$ cat src/rtl/tap_sel_pkg.sv
package tap_sel_pkg;
  typedef enum logic {
    ST_IDLE = 1'b0,
    ST_SCAN = 1'b1
  } scan_state_e;
endpackage

$ cat src/rtl/tap_run_len.sv
// Length of the run of ones starting at position pos; the run ends at the top bit.
module tap_run_len #(
  parameter int MAP_W = 64,
  localparam int POS_W = $clog2(MAP_W),
  localparam int LEN_W = POS_W + 1
) (
  input  logic [MAP_W-1:0] map_i,
  input  logic [POS_W-1:0] pos_i,
  output logic [LEN_W-1:0] len_o
);
  logic [MAP_W-1:0] shifted;
  logic             hit;

  always_comb begin
    shifted = map_i >> pos_i;
    len_o   = LEN_W'(MAP_W);
    hit     = 1'b0;
    for (int i = 0; i < MAP_W; i++) begin
      if (!hit && !shifted[i]) begin
        len_o = LEN_W'(i);
        hit   = 1'b1;
      end
    end
  end
endmodule

$ cat src/rtl/tap_pick.sv
// Sampling point inside a window: one third in when anchored at 0, else midpoint.
module tap_pick #(
  parameter int MAP_W = 64,
  localparam int POS_W = $clog2(MAP_W),
  localparam int LEN_W = POS_W + 1
) (
  input  logic [POS_W-1:0] start_i,
  input  logic [LEN_W-1:0] len_i,
  output logic [POS_W-1:0] tap_o
);
  logic [LEN_W-1:0] offs;
  logic [LEN_W-1:0] sum;

  always_comb begin
    if (start_i == '0) offs = len_i / LEN_W'(3);
    else               offs = len_i >> 1;
    sum   = {1'b0, start_i} + offs;
    tap_o = sum[POS_W-1:0];
  end
endmodule

$ cat src/rtl/tap_window_sel.sv
module tap_window_sel
  import tap_sel_pkg::*;
#(
  parameter int MAP_W           = 64,
  parameter int EARLY_SPAN      = 32,
  parameter int EARLY_MIN_LEN   = 12,
  parameter int EARLY_START_LIM = 4
) (
  input  logic                       clk,
  input  logic                       rst_n,
  input  logic                       start_i,
  input  logic [MAP_W-1:0]           map_i,
  output logic                       busy_o,
  output logic                       done_o,
  output logic [$clog2(MAP_W)-1:0]   tap_o,
  output logic [$clog2(MAP_W):0]     maxlen_o,
  output logic                       err_o
);
  localparam int POS_W = $clog2(MAP_W);
  localparam int LEN_W = POS_W + 1;
  localparam logic [LEN_W-1:0] END_POS   = LEN_W'(MAP_W);
  localparam logic [LEN_W-1:0] MIN_LEN_L = LEN_W'(EARLY_MIN_LEN);
  localparam logic [POS_W-1:0] START_LIM = POS_W'(EARLY_START_LIM);

  // reset synchronizer: asserts asynchronously, releases on the clock
  logic rst_meta_q, rst_sync_n;
  always_ff @(posedge clk or negedge rst_n) begin
    if (!rst_n) begin
      rst_meta_q <= 1'b0;
      rst_sync_n <= 1'b0;
    end else begin
      rst_meta_q <= 1'b1;
      rst_sync_n <= rst_meta_q;
    end
  end

  scan_state_e      state_q, state_d;
  logic [MAP_W-1:0] map_q, map_d;
  logic [LEN_W-1:0] pos_q, pos_d;
  logic [POS_W-1:0] bstart_q, bstart_d;
  logic [LEN_W-1:0] blen_q, blen_d;
  logic [POS_W-1:0] tap_q, tap_d;
  logic [LEN_W-1:0] maxlen_q, maxlen_d;
  logic             err_q, err_d;
  logic             done_q, done_d;
  logic             res_en;

  logic [LEN_W-1:0] run_len;
  logic             is_better;
  logic [POS_W-1:0] cand_start;
  logic [LEN_W-1:0] cand_len;
  logic [LEN_W-1:0] step, pos_adv;
  logic             upper_clear, early_hit, finish;
  logic [POS_W-1:0] pick_tap;

  tap_run_len #(.MAP_W(MAP_W)) u_run (
    .map_i (map_q),
    .pos_i (pos_q[POS_W-1:0]),
    .len_o (run_len)
  );

  tap_pick #(.MAP_W(MAP_W)) u_pick (
    .start_i (cand_start),
    .len_i   (cand_len),
    .tap_o   (pick_tap)
  );

  always_comb begin
    is_better   = run_len > blen_q;
    cand_start  = is_better ? pos_q[POS_W-1:0] : bstart_q;
    cand_len    = is_better ? run_len : blen_q;
    step        = (run_len == '0) ? LEN_W'(1) : run_len;
    pos_adv     = pos_q + step;
    upper_clear = ~|map_q[MAP_W-1:EARLY_SPAN];
    early_hit   = upper_clear && (run_len >= MIN_LEN_L) && (cand_start < START_LIM);
    finish      = (pos_adv >= END_POS) || early_hit;
  end

  // next-state logic
  always_comb begin
    state_d  = state_q;
    map_d    = map_q;
    pos_d    = pos_q;
    bstart_d = bstart_q;
    blen_d   = blen_q;
    tap_d    = tap_q;
    maxlen_d = maxlen_q;
    err_d    = err_q;
    done_d   = 1'b0;
    res_en   = 1'b0;
    unique case (state_q)
      ST_IDLE: begin
        if (start_i) begin
          map_d    = map_i;
          pos_d    = '0;
          bstart_d = '0;
          blen_d   = '0;
          if (map_i == '0) begin
            res_en   = 1'b1;
            tap_d    = '0;
            maxlen_d = '0;
            err_d    = 1'b1;
            done_d   = 1'b1;
          end else begin
            state_d = ST_SCAN;
          end
        end
      end
      ST_SCAN: begin
        pos_d    = pos_adv;
        bstart_d = cand_start;
        blen_d   = cand_len;
        if (finish) begin
          state_d  = ST_IDLE;
          res_en   = 1'b1;
          tap_d    = pick_tap;
          maxlen_d = cand_len;
          err_d    = 1'b0;
          done_d   = 1'b1;
        end
      end
      default: state_d = ST_IDLE;
    endcase
  end

  // control and scan registers
  always_ff @(posedge clk or negedge rst_sync_n) begin
    if (!rst_sync_n) begin
      state_q  <= ST_IDLE;
      map_q    <= '0;
      pos_q    <= '0;
      bstart_q <= '0;
      blen_q   <= '0;
      done_q   <= 1'b0;
    end else begin
      state_q  <= state_d;
      map_q    <= map_d;
      pos_q    <= pos_d;
      bstart_q <= bstart_d;
      blen_q   <= blen_d;
      done_q   <= done_d;
    end
  end

  // result registers, written only on completion
  always_ff @(posedge clk or negedge rst_sync_n) begin
    if (!rst_sync_n) begin
      tap_q    <= '0;
      maxlen_q <= '0;
      err_q    <= 1'b0;
    end else if (res_en) begin
      tap_q    <= tap_d;
      maxlen_q <= maxlen_d;
      err_q    <= err_d;
    end
  end

  assign busy_o   = (state_q == ST_SCAN);
  assign done_o   = done_q;
  assign tap_o    = tap_q;
  assign maxlen_o = maxlen_q;
  assign err_o    = err_q;

  // busy and done are exclusive, done lasts one cycle
  p_busy_done_excl_r8: assert property (@(posedge clk) disable iff (!rst_sync_n)
    !(busy_o && done_o));
  p_done_pulse_r8: assert property (@(posedge clk) disable iff (!rst_sync_n)
    done_o |=> !done_o);
  // the scan position stays inside the map while busy
  p_pos_bound_r8: assert property (@(posedge clk) disable iff (!rst_sync_n)
    busy_o |-> (pos_q < END_POS));
  // a measured run never extends past the top bit
  p_run_no_wrap_r3: assert property (@(posedge clk) disable iff (!rst_sync_n)
    busy_o |-> (({1'b0, pos_q} + {1'b0, run_len}) <= {1'b0, END_POS}));
  // error results carry zero tap and length
  p_err_zero_r2: assert property (@(posedge clk) disable iff (!rst_sync_n)
    (done_o && err_o) |-> (tap_o == '0 && maxlen_o == '0));
  // a successful result has a nonempty window containing the tap
  p_ok_len_r3: assert property (@(posedge clk) disable iff (!rst_sync_n)
    (done_o && !err_o) |-> (maxlen_o != '0));
  // results hold outside the done cycle
  p_hold_r10: assert property (@(posedge clk) disable iff (!rst_sync_n)
    !done_o |-> ($stable(tap_o) && $stable(maxlen_o) && $stable(err_o)));
  // the latched map does not change during a scan
  p_map_hold_r9: assert property (@(posedge clk) disable iff (!rst_sync_n)
    (busy_o && $past(busy_o)) |-> $stable(map_q));
endmodule

$ cat config.mk
export PLATFORM = sky130hd
export DESIGN_NAME = tap_window_sel
export DESIGN_NICKNAME = d
export VERILOG_FILES = /design/src/rtl/tap_sel_pkg.sv /design/src/rtl/tap_run_len.sv /design/src/rtl/tap_pick.sv /design/src/rtl/tap_window_sel.sv
export SDC_FILE = /design/constraint.sdc
export NUM_CORES = 1
export LEC_CHECK = 0
export ABC_CLOCK_PERIOD_IN_PS = 7200
export BUFFER_PORTS_ARGS = -buffer_cell sky130_fd_sc_hd__buf_4
export CAP_MARGIN = 20
export CORE_ASPECT_RATIO = 1.5
export CORE_MARGIN = 2
export CORE_UTILIZATION = 35
export DETAILED_ROUTE_END_ITERATION = 8
export SETUP_SLACK_MARGIN = 0.2
export SLEW_MARGIN = 20
export SYNTH_ARGS = -nofsm -noshare
export SYNTH_HDL_FRONTEND = slang
export SYNTH_SLANG_ARGS = --single-unit
$ cat constraint.sdc
create_clock -name clk -period 7.2 [get_ports clk]
set_clock_uncertainty 0.05 [all_clocks]
set_input_delay 1.08 -clock clk [delete_from_list [all_inputs] [get_ports clk]]
set_output_delay 1.08 -clock clk [all_outputs]
set_load 0.005 [all_outputs]
==> results.cfg <==
[sta]
tightestPinTransition_ns = 1.41
setup_ws_ns = -1.26
finalSetupTns_ns = -5.71
fin_crit_ns = 8.46
rsz0062_at_grt = yes
final_max_slew_viol_count = 0
period_share_pct = 117
setup_viol_count_final = 6
relSlewSlack_pct = 5.30
hold_viol = 0
fmax_ghz = 0.118

[yosys]
synth_warnings = 0
synth_adder_area_share_pct = 2.51
synthCells = 1233
synth_xor_area_share_pct = 1.07
yosys.area_share.simple_pct = 18.9
yosysTopAreaCell = dfrtp_1
synth_compound_area_share_pct = 21.6
synth_area_sq_um = 11500
synth-seq-cells = 102
post-synth-top-area-fraction_pct = 22.2
synth.avg_cell_area_sq_um = 9.31
async_flop_share_pct = 100
ys.flop_type = dfrtp_1
synth-seq-area-share_pct = 22.2
syn_nets = 1321
ys_types = 97
synth_common_cells = dfrtp_1, mux2_2, nand2_1
muxShareOfSynthArea_pct = 28.6
ys_top_cells_by_area = dfrtp_1, mux4_2, mux2_2
synth_top_family_by_area = multiplexers
synth_edf_count = 0

[worst_setup_path]
worstReg2RegEnd = tap_o[4]
cpMaxStageDelayCell = dfrtp_4
crit_path_end_kind = flip-flop
crit_fanout = 10
crit_type = reg -> reg
start_kind = flip-flop
required_ns = 7.43
critPathMostFrequentCell = buf_4
cp_data_arrival_time_ns = 8.69
crit-reg2reg-launch = pos_q[0]
ff2ff_path_depth = 37
rrSetupSlack_ns = -1.26
cp_slowest_stage_delay_ns = 0.52

[clock_tree]
cts_buffer_depth = 2
htree_levels = 3
numClockSinks = 102
path_clk_slew_ns = 0.07
cts_root_buffer = clkbuf_16
cts_hold_buffers = 0
clock_latency_ns = 0.40
cts_made_buffers = 9
cts_tree = yes

[route]
drcViolationCount = 0
avgRoutedWirePerCell_um = 25.3
viasPerCell = 6.05
drtIter0Drc = 987
routed_wl_mm = 55.7
ant_nets = 0
first_pass_iters = 5
num_vias = 13320

[grt]
grt_max_degree = 67
grt_antenna_before_repair = 0
gr-total-overflow = 0
grt_pass1_wl_mm = 83.1
grt_usage_pct = 32.0
grt_pass1_vias = 13843

[finish]
drive_gt1_share_pct = 51.0
n_antenna_cell = 0
multi_input_area_sq_um = 8770
nets = 1869
design_area_sq_um = 17100
area_delta_synth_final_pct = 49.1
fillerInstances = 3056
register_area_sq_um = 2560

[outcome]
violations = negative setup slack
status = finished, violations left

[placed_design]
post_dp_cell_area_sq_um = 16200
gp_congestion = 1.03
post-place-ws_ns = -1.40
dp_hpwl_mm = 46.1
io_buffers = 82

[run]
cap_violations = 0

[floorplan]
die_height_um = 226
placementRows = 81
start_util_pct = 35.4
io_pins = 83
core_area_sq_um = 32400
dieArea_sq_um = 34300
die-width_um = 152

[worst_hold_path]
hold_class = reg -> async
## stage by stage
step	hold slack (ns)	util [%]	std cells
global route	0.313	52.8	2201
CTS	0.297	51.8	2188
global placement	0.284	49.9	2152
finish	0.276	52.8	2201
floorplan	0.281	-	1233
detailed placement	0.292	49.9	2152
## cell usage in the layout, fill, tap and decap left out, types with 6 or more instances in the layout
cell type | netlist | routed
a211oi_1 | 12 | 10
a21o_1 | 19 | 19
a21oi_1 | 31 | 26
a222oi_1 | 9 | 9
a22o_1 | 22 | 22
a22oi_1 | 12 | 11
a31oi_1 | 11 | 7
and2_1 | 10 | 9
and3_1 | 11 | 10
buf_12 | 7 | 14
buf_4 | 3 | 601
clkbuf_16 | 0 | 10
dfrtp_1 | 102 | 98
ha_1 | 19 | 14
inv_1 | 19 | 19
mux2_2 | 102 | 101
mux2i_1 | 90 | 75
mux2i_2 | 1 | 14
mux4_2 | 52 | 54
nand2_1 | 101 | 97
nand2b_1 | 18 | 17
nand3_1 | 27 | 27
nand4_1 | 20 | 20
nor2_1 | 74 | 70
nor2b_1 | 15 | 14
nor3_1 | 34 | 33
nor3b_1 | 9 | 7
nor4_1 | 37 | 32
o211ai_1 | 12 | 12
o21ai_0 | 38 | 35
o221ai_1 | 11 | 11
o22ai_1 | 34 | 30
o31ai_1 | 14 | 13
o32ai_1 | 11 | 11
or2_2 | 16 | 15
xnor2_1 | 8 | 7
xor2_1 | 6 | 6
## worst max path at each step
stage / from / endpoint / slack, ns
CTS: pos_q[0] / tap_o[4] / -1.12
global route: pos_q[0] / tap_o[4] / -1.61
global placement: pos_q[0] / tap_o[4] / -1.23
floorplan: pos_q[0] / tap_o[4] / -0.95
finish: pos_q[0] / tap_o[4] / -1.26
detailed placement: pos_q[0] / tap_o[4] / -1.40
## layout make-up
type | instances | area share (%)
inverter | 24 | 0.526
sequential | 102 | 15.0
clock buffer | 9 | 1.32
multi-input combinational | 1023 | 51.2
timing repair buffer | 621 | 28.4
clock inverter | 7 | 0.512
tap | 415 | 3.03
## flip-flops by register name, indices dropped and copies added (netlist names), 6 cells and up
name	count
map_q	64
blen_q	7
maxlen_o	7
pos_q	7
bstart_q	6
tap_o	6
## cells by family after synthesis
| kind of cell | after synthesis |
|---|---|
| flip-flops | 102 |
| XOR/XNOR | 14 |
| adder cells (fa/ha/maj) | 22 |
| other | 1 |
| AO/OA/AOI/OAI | 330 |
| buffers and inverters | 108 |
| multiplexers | 247 |
| AND/OR/NAND/NOR | 409 |
## worst max-delay path: cells and delay by family, from the launching register on
kind,cells,cell delay [ns]
compound gates,15,3.23
buf+inv,8,1.37
simple gates,6,1.11
fa+ha+maj,4,0.94
mux,2,0.87
flops,1,0.52
xor+xnor,2,0.25
## routing by layer
| layer | track usage [%] | wire, um | up-vias |
|---|---|---|---|
| li1 | - | - | 6035 |
| met1 | 32.2 | 19100 | 6482 |
| met2 | 58.3 | 28300 | 567 |
| met3 | 4.34 | 2520 | 236 |
| met4 | 27.4 | 5770 | 0 |
| met5 | 0 | 0 | - |
## what timing repair did
item	4_1_cts	5_1_grt
gates cloned	0	1
endpoints found under the setup margin	6	15
gates resized for setup	42	48
buffers inserted	20	11
pin swaps	23	25
Power is not shown: default switching activity piles up to over one toggle a cycle in this logic, so the estimate is an artifact.
